**src/rtl/irq_ctl.sv**
```systemverilog
module irq_ctl #(
  parameter int DP_W  = 6,
  parameter int VEC_W = 11,
  parameter logic [VEC_W-1:0] EXT_VEC = 11'h080,
  parameter logic [VEC_W-1:0] TMR_VEC = 11'h082
) (
  input  logic             clk,
  input  logic             rst_n,
  input  logic             ext_pin,
  input  logic             tmr_uflow,
  input  logic             ctl_we,
  input  logic [3:0]       ctl_wd,
  input  logic             op_ei,
  input  logic             op_di,
  input  logic             op_skip_ext,
  input  logic             op_skip_tmr,
  input  logic             insn_end,
  input  logic [DP_W-1:0]  dp_i,
  input  logic             cy_i,
  input  logic             skp_i,
  output logic             take_o,
  output logic [VEC_W-1:0] vec_o,
  output logic             skip_o,
  output logic             gie_o,
  output logic [1:0]       req_o,
  output logic [3:0]       ctl_o,
  output logic [DP_W-1:0]  sh_dp_o,
  output logic             sh_cy_o,
  output logic             sh_skp_o
);

  logic [2:0] pin_s;
  logic [3:0] ctl_q;
  logic [1:0] req_q;
  logic       gie_q, arm_q, pend_q, take_q;

  wire rise     = pin_s[1] & ~pin_s[2];
  wire fall     = ~pin_s[1] & pin_s[2];
  wire ext_trig = ctl_q[2] ? fall : rise;

  wire [1:0] live   = req_q & ctl_q[1:0] & {2{gie_q}};
  wire       fire   = pend_q & (|live) & insn_end & ~take_q;
  wire       pick_x = live[0];

  wire sk_ext = op_skip_ext & ~ctl_q[0];
  wire sk_tmr = op_skip_tmr & ~ctl_q[1];

  wire [1:0] clr = {(fire & ~pick_x) | sk_tmr, (fire & pick_x) | sk_ext};

  assign skip_o = (sk_ext & req_q[0]) | (sk_tmr & req_q[1]);
  assign take_o = take_q;
  assign gie_o  = gie_q;
  assign req_o  = req_q;
  assign ctl_o  = ctl_q;

  always_ff @(posedge clk) begin
    if (!rst_n) begin
      pin_s    <= '0;
      ctl_q    <= '0;
      req_q    <= '0;
      gie_q    <= 1'b0;
      arm_q    <= 1'b0;
      pend_q   <= 1'b0;
      take_q   <= 1'b0;
      vec_o    <= '0;
      sh_dp_o  <= '0;
      sh_cy_o  <= 1'b0;
      sh_skp_o <= 1'b0;
    end else begin
      pin_s  <= {pin_s[1:0], ext_pin};
      if (ctl_we) ctl_q <= ctl_wd;
      req_q  <= (req_q & ~clr) | {tmr_uflow, ext_trig};
      pend_q <= |live;
      take_q <= fire;

      if (fire | op_di)                    gie_q <= 1'b0;
      else if (arm_q & insn_end & ~op_ei)  gie_q <= 1'b1;

      if (fire | op_di)                    arm_q <= 1'b0;
      else if (op_ei & insn_end)           arm_q <= 1'b1;
      else if (insn_end)                   arm_q <= 1'b0;

      if (fire) begin
        vec_o    <= pick_x ? EXT_VEC : TMR_VEC;
        sh_dp_o  <= dp_i;
        sh_cy_o  <= cy_i;
        sh_skp_o <= skp_i;
      end
    end
  end


  take_need_chk: assert property (@(posedge clk) disable iff (!rst_n)
    take_o |-> $past(gie_o) && ($past(req_o & ctl_o[1:0]) != 2'b00));

  prio_chk: assert property (@(posedge clk) disable iff (!rst_n)
    (take_o && vec_o == TMR_VEC) |-> !$past(req_o[0] & ctl_o[0]));

  take_gie_clr_chk: assert property (@(posedge clk) disable iff (!rst_n)
    take_o |-> !gie_o);

  ei_delay_chk: assert property (@(posedge clk) disable iff (!rst_n)
    $rose(gie_o) |-> $past(insn_end) && !$past(op_ei));

  skip_valid_chk: assert property (@(posedge clk) disable iff (!rst_n)
    skip_o |-> (op_skip_ext && !ctl_o[0]) || (op_skip_tmr && !ctl_o[1]));

  take_single_chk: assert property (@(posedge clk) disable iff (!rst_n)
    take_o |=> !take_o);

endmodule

```
**config.mk**
```make
export PLATFORM = sky130hd
export DESIGN_NAME = irq_ctl
export DESIGN_NICKNAME = d
export VERILOG_FILES = /design/src/rtl/irq_ctl.sv
export SDC_FILE = /design/constraint.sdc
export NUM_CORES = 1
export LEC_CHECK = 0
export BUFFER_PORTS_ARGS = -buffer_cell sky130_fd_sc_hd__buf_4
export CORE_UTILIZATION = 45
export CTS_BUF_LIST = sky130_fd_sc_hd__clkbuf_4
export DETAILED_ROUTE_END_ITERATION = 8
export HOLD_SLACK_MARGIN = 0.15
export PLACE_DENSITY = 0.82
export SYNTH_ARGS = -nofsm -noshare
export SYNTH_HDL_FRONTEND = slang
export SYNTH_SLANG_ARGS = --single-unit
```
**constraint.sdc**
```tcl
create_clock -name clk -period 1.1 [get_ports clk]
set_input_delay 0.11 -clock clk [delete_from_list [all_inputs] [get_ports clk]]
set_output_delay 0.11 -clock clk [all_outputs]
set_load 0.02 [all_outputs]
```
**Word level (Yosys, flattened, before mapping)**

Cells that the tools add are included.

- Register bits: 32
- Input port bits: 22
- Logic and storage cells: 49

- Multiplexer cells: 4
- Bitwise operators: 31
- Reductions and logical operators: 3

Operator list:

| kind | count |
|---|---|
| bitwise AND 1 bit | 14 |
| NOT 1 bit | 8 |
| bitwise AND 2 bit | 3 |
| OR 1 bit | 4 |
| OR reduction 2 bit | 2 |
| 2-to-1 mux 1 bit | 3 |
| 2-to-1 mux 2 bit | 1 |
| NOT 2 bit | 1 |
| OR 2 bit | 1 |
| nonzero test 2 bit | 1 |

**Longest topological paths before layout**

Gate-level depths: netlist (run 1).

- Word-level depth: 11
- Mapped depth: 4
- Gate-level depth less buffers: 3

**Worst setup path after synthesis (run 1)**

Ideal clock, no wire load.

- Path kind: reg-to-reg
- Start point: register gie_q (netlist: gie_o)
- End point: register sh_cy_o
- Arrival time: 1.040 ns
- Data required time: 0.980 ns
- Slack: -0.059 ns
- Cell stages (with the launch flop): 5
- Path through: dfxtp_1 > nand4b_1 > buf_2 > o21ai_1 > a21oi_1

- Cells in the longest elaborated chain, start to end: 5

RTL lines:

| what | line | RTL |
|---|---|---|
| start: declaration | 35 | `logic gie_q, arm_q, pend_q, take_q;` |
| start signal: assignment | 61 | `gie_q <= 1'b0;` |
| start signal: assignment | 76 | `if (fire \| op_di) gie_q <= 1'b0;` |
| start signal: assignment | 77 | `else if (arm_q & insn_end & ~op_ei) gie_q <= 1'b1;` |
| bitwise AND 2 bit | 41 | `wire [1:0] live = req_q & ctl_q[1:0] & {2{gie_q}};` |
| OR reduction 2 bit | 42 | `wire fire = pend_q & (\|live) & insn_end & ~take_q;` |
| bitwise AND 1 bit (3 in a row) | 42 |  |
| end signal: assignment | 86 | `sh_cy_o <= cy_i;` |
| end: declaration | 28 | `output logic sh_cy_o,` |

Every way passes these cells.
A chain may end at the register's enable or synchronous reset.

**Worst setup path after layout (run 1)**

- Start point: register ctl_q[1] (netlist: ctl_o[1])
- End point: output skip_o

- Cells in the longest elaborated chain, start to end: 4

RTL lines:

| what | line | RTL |
|---|---|---|
| start: declaration | 33 | `logic [3:0] ctl_q;` |
| start signal: assignment | 71 | `if (ctl_we) ctl_q <= ctl_wd;` |
| NOT 1 bit | 46 | `wire sk_tmr = op_skip_tmr & ~ctl_q[1];` |
| bitwise AND 1 bit | 46 |  |
| bitwise AND 1 bit | 50 | `assign skip_o = (sk_ext & req_q[0]) \| (sk_tmr & req_q[1]);` |
| OR 1 bit | 50 |  |
| end: declaration | 23 | `output logic skip_o,` |

Every way passes these cells.

==> results of run 1 <==
## worst min-delay path, delay by kind of cell
kind | cells | cell delay, ns
muxes | 1 | 0.14
buffers and inverters | 1 | 0.12
and+or+nand+nor | 1 | 0.06
## per-stage QoR
stage | hold slack, ns | instances
6_report | 0.141 | 200
5_1_grt | 0.191 | 200
4_1_cts | 0.151 | 197
3_5_place_dp | 0.298 | 171
3_3_place_gp | 0.281 | 171
2_1_floorplan | 0.181 | 113
## logic make-up after synthesis
kind of cell,after synthesis
buffers and inverters,20
and+or+nand+nor,29
DFF,23
other,1
AOI/OAI and AO/OA,27
muxes,5
## worst paths after layout
| check | from | to | depth (start not counted) |
|---|---|---|---|
| worst max-delay path | ctl_o[1]$_SDFFE_PN0P_ | skip_o | 3 |
| worst min-delay path | insn_end | arm_q$_SDFFE_PP0P_ | 3 |
| worst max register to register | take_o$_SDFF_PN0_ | take_o$_SDFF_PN0_ | 3 |
| worst min register to register | pin_s[0]$_SDFF_PN0_ | pin_s[1]$_SDFF_PN0_ | 1 |
## power groups by stage
stage	logic (mW)	clock network [mW]	registers, mW
2_1_floorplan	0.115	0	0.902
6_report	0.300	0.431	0.868
5_1_grt	0.323	0.471	0.871
4_1_cts	0.280	0.418	0.867
3_5_place_dp	0.206	0	0.887
3_3_place_gp	0.203	0	0.885
## state kept, by name, indices dropped and copies added, names as in the netlist, 2 cells and up
signal   count
sh_dp_o      6
ctl_o        4
pin_s        3
req_o        2
vec_o        2
## routing by layer
metal,vias up,track usage [%],wire (um)
met5,-,0,0
met4,0,10.8,57
met3,8,5.03,131
met2,37,44.6,1460
met1,474,25.7,1120
li1,488,-,-
## cell type report
| cell class | instances | area (um2) | share of cell area (%) |
|---|---|---|---|
| clock buffers | 4 | 30.0 | 1.83 |
| inverters | 5 | 18.8 | 1.14 |
| multi-input cells | 70 | 487 | 29.7 |
| flip-flops and latches | 23 | 468 | 28.5 |
| well taps | 27 | 33.8 | 2.06 |
| repair buffers | 71 | 603 | 36.8 |
## timing repair
item | CTS | global route
hold buffers | 19 | 0
endpoints found under the setup margin | 11 | 17
gates resized for setup | 10 | 19
endpoints found under the hold margin | 21 | 0
pin swaps | 11 | 10
gates cloned | 1 | 1
buffers inserted | 2 | 2
## cell usage in the layout (no fill, tap or decap), drive strengths merged, types with 2 or more instances in the layout
cell type,count
dlygate4sd3,19
a21oi,10
nand3,10
buf,52
and2,3
clkbuf,4
nor4,2
dfxtp,23
a31oi,2
o21ai,9
mux2i,5
nand2b,2
nor2,5
inv,5
conb,9
==> results.py, run 1 <==
metrics = {
    "synthesis": {
        "yosys.area_share.simple_pct": 17.2,
        "async_flop_share_pct": 0,
        "synthCells": 105,
        "muxShareOfSynthArea_pct": 5.13,
        "ys_types": 32,
        "synth_top_cells_by_count": "23 x dfxtp_1, 10 x a21oi_1, 10 x nand3_1, 9 x buf_4, 9 x o21ai_1",
        "yosysTopAreaCell": "dfxtp_1",
        "yosysMostFrequentCell": "dfxtp_1",
        "syn_area_per_cell_um2": 9.28,
        "yosysTopAreaCellShare_pct": 47.2,
        "synth_xor_area_share_pct": 0,
        "synth_edf_count": 0,
        "synth_compound_area_share_pct": 16.3,
        "synth_fa_ha_area_share_pct": 0,
        "synth_area_leaders": "dfxtp_1 47%, buf_4 6.9%, a21oi_1 5.1%, mux2i_1 5.1%, nand3_1 5.1%",
        "yosys_warnings": 0,
        "synth_top_family_by_area": "simple AND/OR/NAND/NOR gates",
        "ys_ff_latch": 23,
        "synth_seq_area_share_pct": 47.2,
        "syn-cell-area_um2": 975,
        "synth_ff_type": "dfxtp_1",
    },
    "route": {
        "wirelength_um": 2760,
        "viasPerCell": 5.04,
        "dr.pass1.iters": 4,
        "wl_per_cell_um": 13.8,
        "vias": 1007,
        "drt_iter0_markers": 12,
        "drc": 0,
        "postRouteAntennaNets": 0,
    },
    "placement": {
        "dpl_cell_area_um2": 1270,
        "hpwl_um": 1660,
        "portBuffers": 40,
        "gp_congestion": 0.737,
        "pre_cts_slack_ns": -0.0395,
    },
    "final_layout": {
        "nNetsFinal": 196,
        "fin_util_pct": 81.9,
        "layout-drive-gt1-share_pct": 47.4,
        "area_delta_synth_final_pct": 68.3,
        "fin_area_um2": 1640,
        "antenna_cells": 0,
        "fillCellCount": 126,
    },
    "cts": {
        "path_clk_slew_ns": 0.13,
        "numCtsBuffers": 3,
        "clock_path_buffers": 2,
        "cts_tree": "yes",
        "clk_latency_ns": 0.32,
        "clock_sinks": 23,
        "htree_levels": 1,
        "cts-root-buf": "clkbuf_4",
    },
    "critical_path": {
        "start_kind": "flip-flop",
        "path_cells": "nand2b_4 -> o22ai_2 -> buf_6",
        "critical_path.endpoint_type": "primary output",
        "regToRegSetupSlack_ns": -0.15,
        "required_ns": 0.99,
        "cp_num_buf_inv": 1,
        "cpMaxStageDelayCell": "dfxtp_2",
        "crit_arrival_ns": 1.14,
        "path_class": "reg2out",
        "critPathTopFamily": "flip-flops",
        "cp_slowest_stage_delay_ns": 0.34,
        "cp_max_fo": 2,
    },
    "timing": {
        "period_share_pct": 114,
        "setup_tns_ns": -1.85,
        "max_freq_ghz": 0.800,
        "setup_viol": 16,
        "slew_viol_final": 0,
        "rsz0062_at_grt": "true",
        "hold_viol_final": 0,
        "skew_ns": 0.00415,
        "fin_crit_ns": 1.25,
        "setup_slack_ns": -0.151,
    },
    "global_routing": {
        "grt-ovfl-total": 0,
        "grt_max_degree": 19,
        "grt_pass1_wl_um": 4330,
        "grt_usage_pct": 23.9,
        "antenna_found_initial": 0,
        "grt_pass1_vias": 993,
    },
    "pwr": {
        "p_clk_share_pct": 26.9,
        "ir_drop_v": 0.000826,
        "cellLeakagePower_nw": 0.720,
        "cellPowerDensity_nw_per_um2": 975,
        "switching_share_pct": 26.0,
        "p_sw_mw": 0.416,
        "power.internal_mw": 1.18,
        "pwr-share-comb_pct": 18.8,
        "power.total_mw": 1.60,
        "p_seq_share_pct": 54.3,
    },
    "floorplanning": {
        "start_util_pct": 48.7,
        "dieArea_um2": 2360,
        "dieWidth_um": 48.5,
        "num_io_pins": 50,
        "fp.dieH_um": 48.5,
        "core_um2": 2000,
        "rows": 16,
    },
    "outcome": {
        "violations": "setup timing",
        "outcome": "complete, but fails checks",
    },
    "min_path": {
        "hp-class": "in2reg",
    },
    "job": {
        "drv_cap": 0,
    },
}
Note: power is estimated with default switching activity, not from simulation.
==> run 2, diff against run 1 <==
Settings changed: RECOVER_POWER set to 50.
==> results.py, run 2 (synthesized netlist as in run 1, its figures left out) <==
metrics = {
    "critical_path": {
        "path_cells": "nand2b_4 -> o22ai_2 -> buf_6",
        "cp_max_fo": 2,
        "critical_path.endpoint_type": "primary output",
        "cpMaxStageDelayCell": "dfxtp_2",
        "crit_arrival_ns": 1.14,
        "path_class": "reg2out",
        "required_ns": 0.99,
        "start_kind": "flip-flop",
        "cp_slowest_stage_delay_ns": 0.34,
    },
    "timing": {
        "skew_ns": 0.00441,
        "max_freq_ghz": 0.799,
        "rsz0062_at_grt": "true",
        "hold_viol_final": 0,
        "period_share_pct": 114,
        "slew_viol_final": 0,
        "setup_viol": 16,
        "fin_crit_ns": 1.25,
        "setup_slack_ns": -0.151,
    },
    "route": {
        "drt_iter0_markers": 7,
        "vias": 1011,
        "dr.pass1.iters": 4,
        "drc": 0,
        "wl_per_cell_um": 13.8,
        "viasPerCell": 5.06,
        "postRouteAntennaNets": 0,
        "wirelength_um": 2760,
    },
    "global_routing": {
        "grt_pass1_vias": 993,
        "antenna_found_initial": 0,
        "grt_max_degree": 19,
        "grt-ovfl-total": 0,
        "grt_usage_pct": 23.9,
        "grt_pass1_wl_um": 4330,
    },
    "min_path": {
        "hp-class": "in2reg",
    },
    "placement": {
        "gp_congestion": 0.737,
        "portBuffers": 40,
        "hpwl_um": 1660,
        "dpl.cell_count": 171,
    },
    "cts": {
        "cts-root-buf": "clkbuf_4",
        "htree_levels": 1,
        "path_clk_slew_ns": 0.12,
        "cts_tree": "yes",
        "clock_sinks": 23,
        "numCtsBuffers": 3,
        "clock_path_buffers": 2,
        "clk_latency_ns": 0.32,
    },
    "pwr": {
        "power.total_mw": 1.59,
        "pwr-share-comb_pct": 18.6,
        "p_sw_mw": 0.413,
        "switching_share_pct": 26.0,
        "cellPowerDensity_nw_per_um2": 986,
        "p_seq_share_pct": 54.5,
        "p_clk_share_pct": 26.9,
        "power.internal_mw": 1.18,
        "cellLeakagePower_nw": 0.696,
        "ir_drop_v": 0.000823,
    },
    "final_layout": {
        "fin_cells": 200,
        "layout-drive-gt1-share_pct": 43.9,
        "largest_reg_flops": 6,
        "nNetsFinal": 196,
        "regMostFlops": "sh_dp_o",
        "antenna_cells": 0,
        "area_delta_synth_final_pct": 65.7,
        "final_common_cell": "buf_4",
        "final_cell_mix": "39 x buf_4, 19 x dlygate4sd3_1, 18 x dfxtp_1",
    },
    "floorplanning": {
        "fp.dieH_um": 48.5,
        "core_um2": 2000,
        "rows": 16,
        "start_util_pct": 48.7,
        "num_io_pins": 50,
        "dieWidth_um": 48.5,
        "dieArea_um2": 2360,
    },
    "outcome": {
        "violations": "setup timing",
        "outcome": "complete, but fails checks",
    },
    "job": {
        "drv_cap": 0,
    },
}
[run 2: cell types whose count changed in the layout (fill, tap and decap cells not counted), sizes merged]
cell    previous run  this run
buf               52        45
clkbuf             4        11
[run 2: path summary, 6_finish.rpt]
path / start / end / slack, ns / cells past startpoint
worst max-delay path: ctl_o[1]$_SDFFE_PN0P_ / skip_o / -0.15 / 3
worst min-delay path: insn_end / arm_q$_SDFFE_PP0P_ / 0.14 / 3
worst max register to register: take_o$_SDFF_PN0_ / req_o[1]$_SDFF_PN0_ / -0.14 / 3
worst min register to register: pin_s[0]$_SDFF_PN0_ / pin_s[1]$_SDFF_PN0_ / 0.47 / 1
[run 2: what timing repair did]
item / CTS / global route
buffers inserted: 2 / 2
pin swaps: 11 / 10
gates resized for setup: 10 / 19
cloned: 1 / 1
hold endpoints to repair: 21 / 0
hold buffers: 19 / 0
setup endpoints to repair: 11 / 17
[run 2: stage by stage]
stage / hold WS (ns) / utilization, % / worst slack, ns / instance area (um2) / setup TNS, ns
after floorplan: 0.181 / - / 0.00396 / 1010 / 0
after global placement: 0.281 / 63.5 / 0.0130 / 1270 / 0
after detailed placement: 0.298 / 63.5 / -0.0395 / 1270 / -0.272
after CTS: 0.151 / 77.3 / -0.123 / 1550 / -1.05
after global routing: 0.191 / 80.7 / -0.201 / 1620 / -2.55
final: 0.142 / 80.7 / -0.151 / 1620 / -1.88
[run 2: layout make-up]
class | count | area [um2]
tap | 27 | 33.8
clock buffer | 4 | 30.0
timing repair buffer | 71 | 579
inverter | 5 | 18.8
fill | 135 | 387
multi-input combinational | 70 | 487
sequential | 23 | 467
[run 2: critical path, delay by kind of cell, from the launching register on]
family                 cells  cell delay, ns
flip-flops                 1            0.34
AND/OR/NAND/NOR            1            0.14
AO/OA/AOI/OAI              1            0.19
buffers and inverters      1            0.14
[run 2: power by group through the flow]
stage | sequential, mW | clock [mW] | combinational, mW
6_report | 0.868 | 0.428 | 0.297
5_1_grt | 0.871 | 0.471 | 0.319
4_1_cts | 0.867 | 0.418 | 0.280
3_5_place_dp | 0.887 | 0 | 0.206
3_3_place_gp | 0.885 | 0 | 0.203
2_1_floorplan | 0.902 | 0 | 0.115
[run 2: layer usage]
metal,GRT usage (%),vias up,wire [um]
li1,-,487,-
met1,25.7,481,1100
met2,44.6,35,1470
met3,5.03,8,130
met4,10.8,0,57
met5,0,-,0
==> run 3, diff against run 2 <==
Clock period 1.1 ns to 1.6 ns, I/O delays scaled along.
==> results.py, run 3 (synthesized netlist as in run 1, its figures left out) <==
metrics = {
    "timing": {
        "rsz0062_at_grt": "false",
        "slew_viol_final": 0,
        "worst_pin_slew_ns": 0.519,
        "skew_ns": 0.00154,
        "slew_headroom_pct": 65.3,
        "setup_viol": 0,
        "fin_crit_ns": 1.43,
        "setup_tns_ns": 0,
        "hold_viol_final": 0,
        "max_freq_ghz": 0.699,
        "period_share_pct": 89.4,
    },
    "route": {
        "vias": 931,
        "drc": 0,
        "wirelength_um": 2260,
        "dr.pass1.iters": 4,
        "postRouteAntennaNets": 0,
        "viasPerCell": 4.90,
        "wl_per_cell_um": 11.9,
        "drt_iter0_markers": 10,
    },
    "critical_path": {
        "path_class": "in2reg",
        "cp_max_fo": 4,
        "required_ns": 1.78,
        "cpMaxStageDelayCell": "dlygate4sd3_1",
        "cp_slowest_stage_delay_ns": 0.57,
        "crit_arrival_ns": 1.61,
        "path_cells": "dlygate4sd3_1 -> buf_4 -> mux2i_1 -> dlygate4sd3_1 -> nor2_1",
        "regToRegSetupSlack_ns": 0.38,
        "cpMostUsedCell": "dlygate4sd3_1",
        "reg2reg_depth": 3,
        "critical_path.endpoint_type": "flip-flop",
        "r2r-end": "ctl_o[1]$_SDFFE_PN0P_",
        "start_kind": "input port",
        "rr_startpoint": "ctl_o[1]$_SDFFE_PN0P_",
    },
    "final_layout": {
        "regMostFlops": "sh_dp_o",
        "final_cell_mix": "26 x buf_4, 23 x dfxtp_1, 19 x dlygate4sd3_1",
        "area_delta_synth_final_pct": 43.5,
        "fin_area_um2": 1400,
        "largest_reg_flops": 6,
        "nNetsFinal": 186,
        "final_common_cell": "buf_4",
        "antenna_cells": 0,
        "multi_input_area_um2": 410,
        "final-seq-area_um2": 460,
        "layout-drive-gt1-share_pct": 20.2,
        "fillCellCount": 178,
    },
    "floorplanning": {
        "fp.dieH_um": 48.5,
        "start_util_pct": 48.7,
        "num_io_pins": 50,
        "dieArea_um2": 2360,
        "core_um2": 2000,
        "rows": 16,
        "dieWidth_um": 48.5,
    },
    "min_path": {
        "holdPathStages": 3,
        "whs_endpoint": "arm_q$_SDFFE_PP0P_",
        "min_from": "op_ei",
        "hp-class": "in2reg",
    },
    "placement": {
        "portBuffers": 40,
        "gp_congestion": 0.776,
        "dpl_cell_area_um2": 1240,
        "hpwl_um": 1460,
    },
    "global_routing": {
        "grt_max_degree": 19,
        "grt_pass1_wl_um": 3610,
        "grt-ovfl-total": 0,
        "antenna_found_initial": 0,
        "grt_usage_pct": 19.4,
        "grt_pass1_vias": 883,
    },
    "pwr": {
        "ir_drop_v": 0.000494,
        "cellLeakagePower_nw": 0.578,
        "cellPowerDensity_nw_per_um2": 745,
    },
    "cts": {
        "clock_path_buffers": 2,
        "ctsHoldBuffers": 18,
        "cts_tree": "yes",
        "htree_levels": 1,
        "cts_resized": 0,
        "clock_sinks": 23,
        "clk_latency_ns": 0.29,
        "numCtsBuffers": 3,
        "post-cts-setup-buffer-count": 0,
        "path_clk_slew_ns": 0.12,
        "cts-root-buf": "clkbuf_4",
    },
    "job": {
        "drv_cap": 0,
    },
    "outcome": {
        "outcome": "completed",
    },
}
-- run 3: changes by cell type in the layout (fill, tap and decap cells not counted), sizes merged --
cell    previous run  this run
clkbuf            11        20
buf               45        26
-- run 3: through the flow --
| stage | setup slack (ns) | total power, mW | util [%] | hold WS (ns) | instances |
|---|---|---|---|---|---|
| after floorplan | 0.441 | 0.699 | - | 0.239 | 113 |
| after global placement | 0.431 | 0.744 | 61.9 | 0.336 | 167 |
| after detailed placement | 0.413 | 0.747 | 61.9 | 0.339 | 167 |
| after CTS | 0.254 | 1.05 | 72.4 | 0.154 | 189 |
| after global routing | 0.0970 | 1.11 | 69.9 | 0.191 | 190 |
| final | 0.170 | 1.04 | 69.9 | 0.188 | 190 |
-- run 3: metal layers --
layer  global-route usage [%]  routed length (um)  vias to the layer above
li1                         -                   -                      466
met1                     23.0                 959                      432
met2                     35.4                1210                       33
met3                     3.77                  97                        0
met4                     4.90                   0                        0
met5                        0                   0                        -
-- run 3: report_power, final --
part	leakage [nW]	internal, mW	switching (mW)
combinational	0.372	0.0900	0.0803
sequential	0.187	0.585	0.0138
clock	0.0184	0.114	0.158
total	0.578	0.789	0.253
-- run 3: final cells by class --
| cell class | instances | share of cell area [%] |
|---|---|---|
| well taps | 27 | 2.42 |
| clock buffers | 4 | 2.15 |
| repair buffers | 61 | 31.8 |
| flip-flops and latches | 23 | 32.9 |
| multi-input cells | 70 | 29.3 |
| inverters | 5 | 1.34 |
-- run 3: worst max-delay path by stage --
stage               cells past startpoint                   from  slack [ns]                      end
floorplan                               4     gie_o$_SDFFE_PP0P_        0.44     sh_cy_o$_SDFFE_PN0P_
global placement                        4     gie_o$_SDFFE_PP0P_        0.43    sh_skp_o$_SDFFE_PN0P_
detailed placement                      4     gie_o$_SDFFE_PP0P_        0.41  sh_dp_o[1]$_SDFFE_PN0P_
CTS                                     3  ctl_o[1]$_SDFFE_PN0P_        0.25                   skip_o
global route                            4                  rst_n         0.1       gie_o$_SDFFE_PP0P_
finish                                  5                 ctl_we        0.17    ctl_o[1]$_SDFFE_PN0P_
-- run 3: worst max-delay path, delay by kind of cell --
kind | cells | cell delay [ns]
mux | 1 | 0.18
buf+inv | 3 | 1.24
simple gates | 1 | 0.04
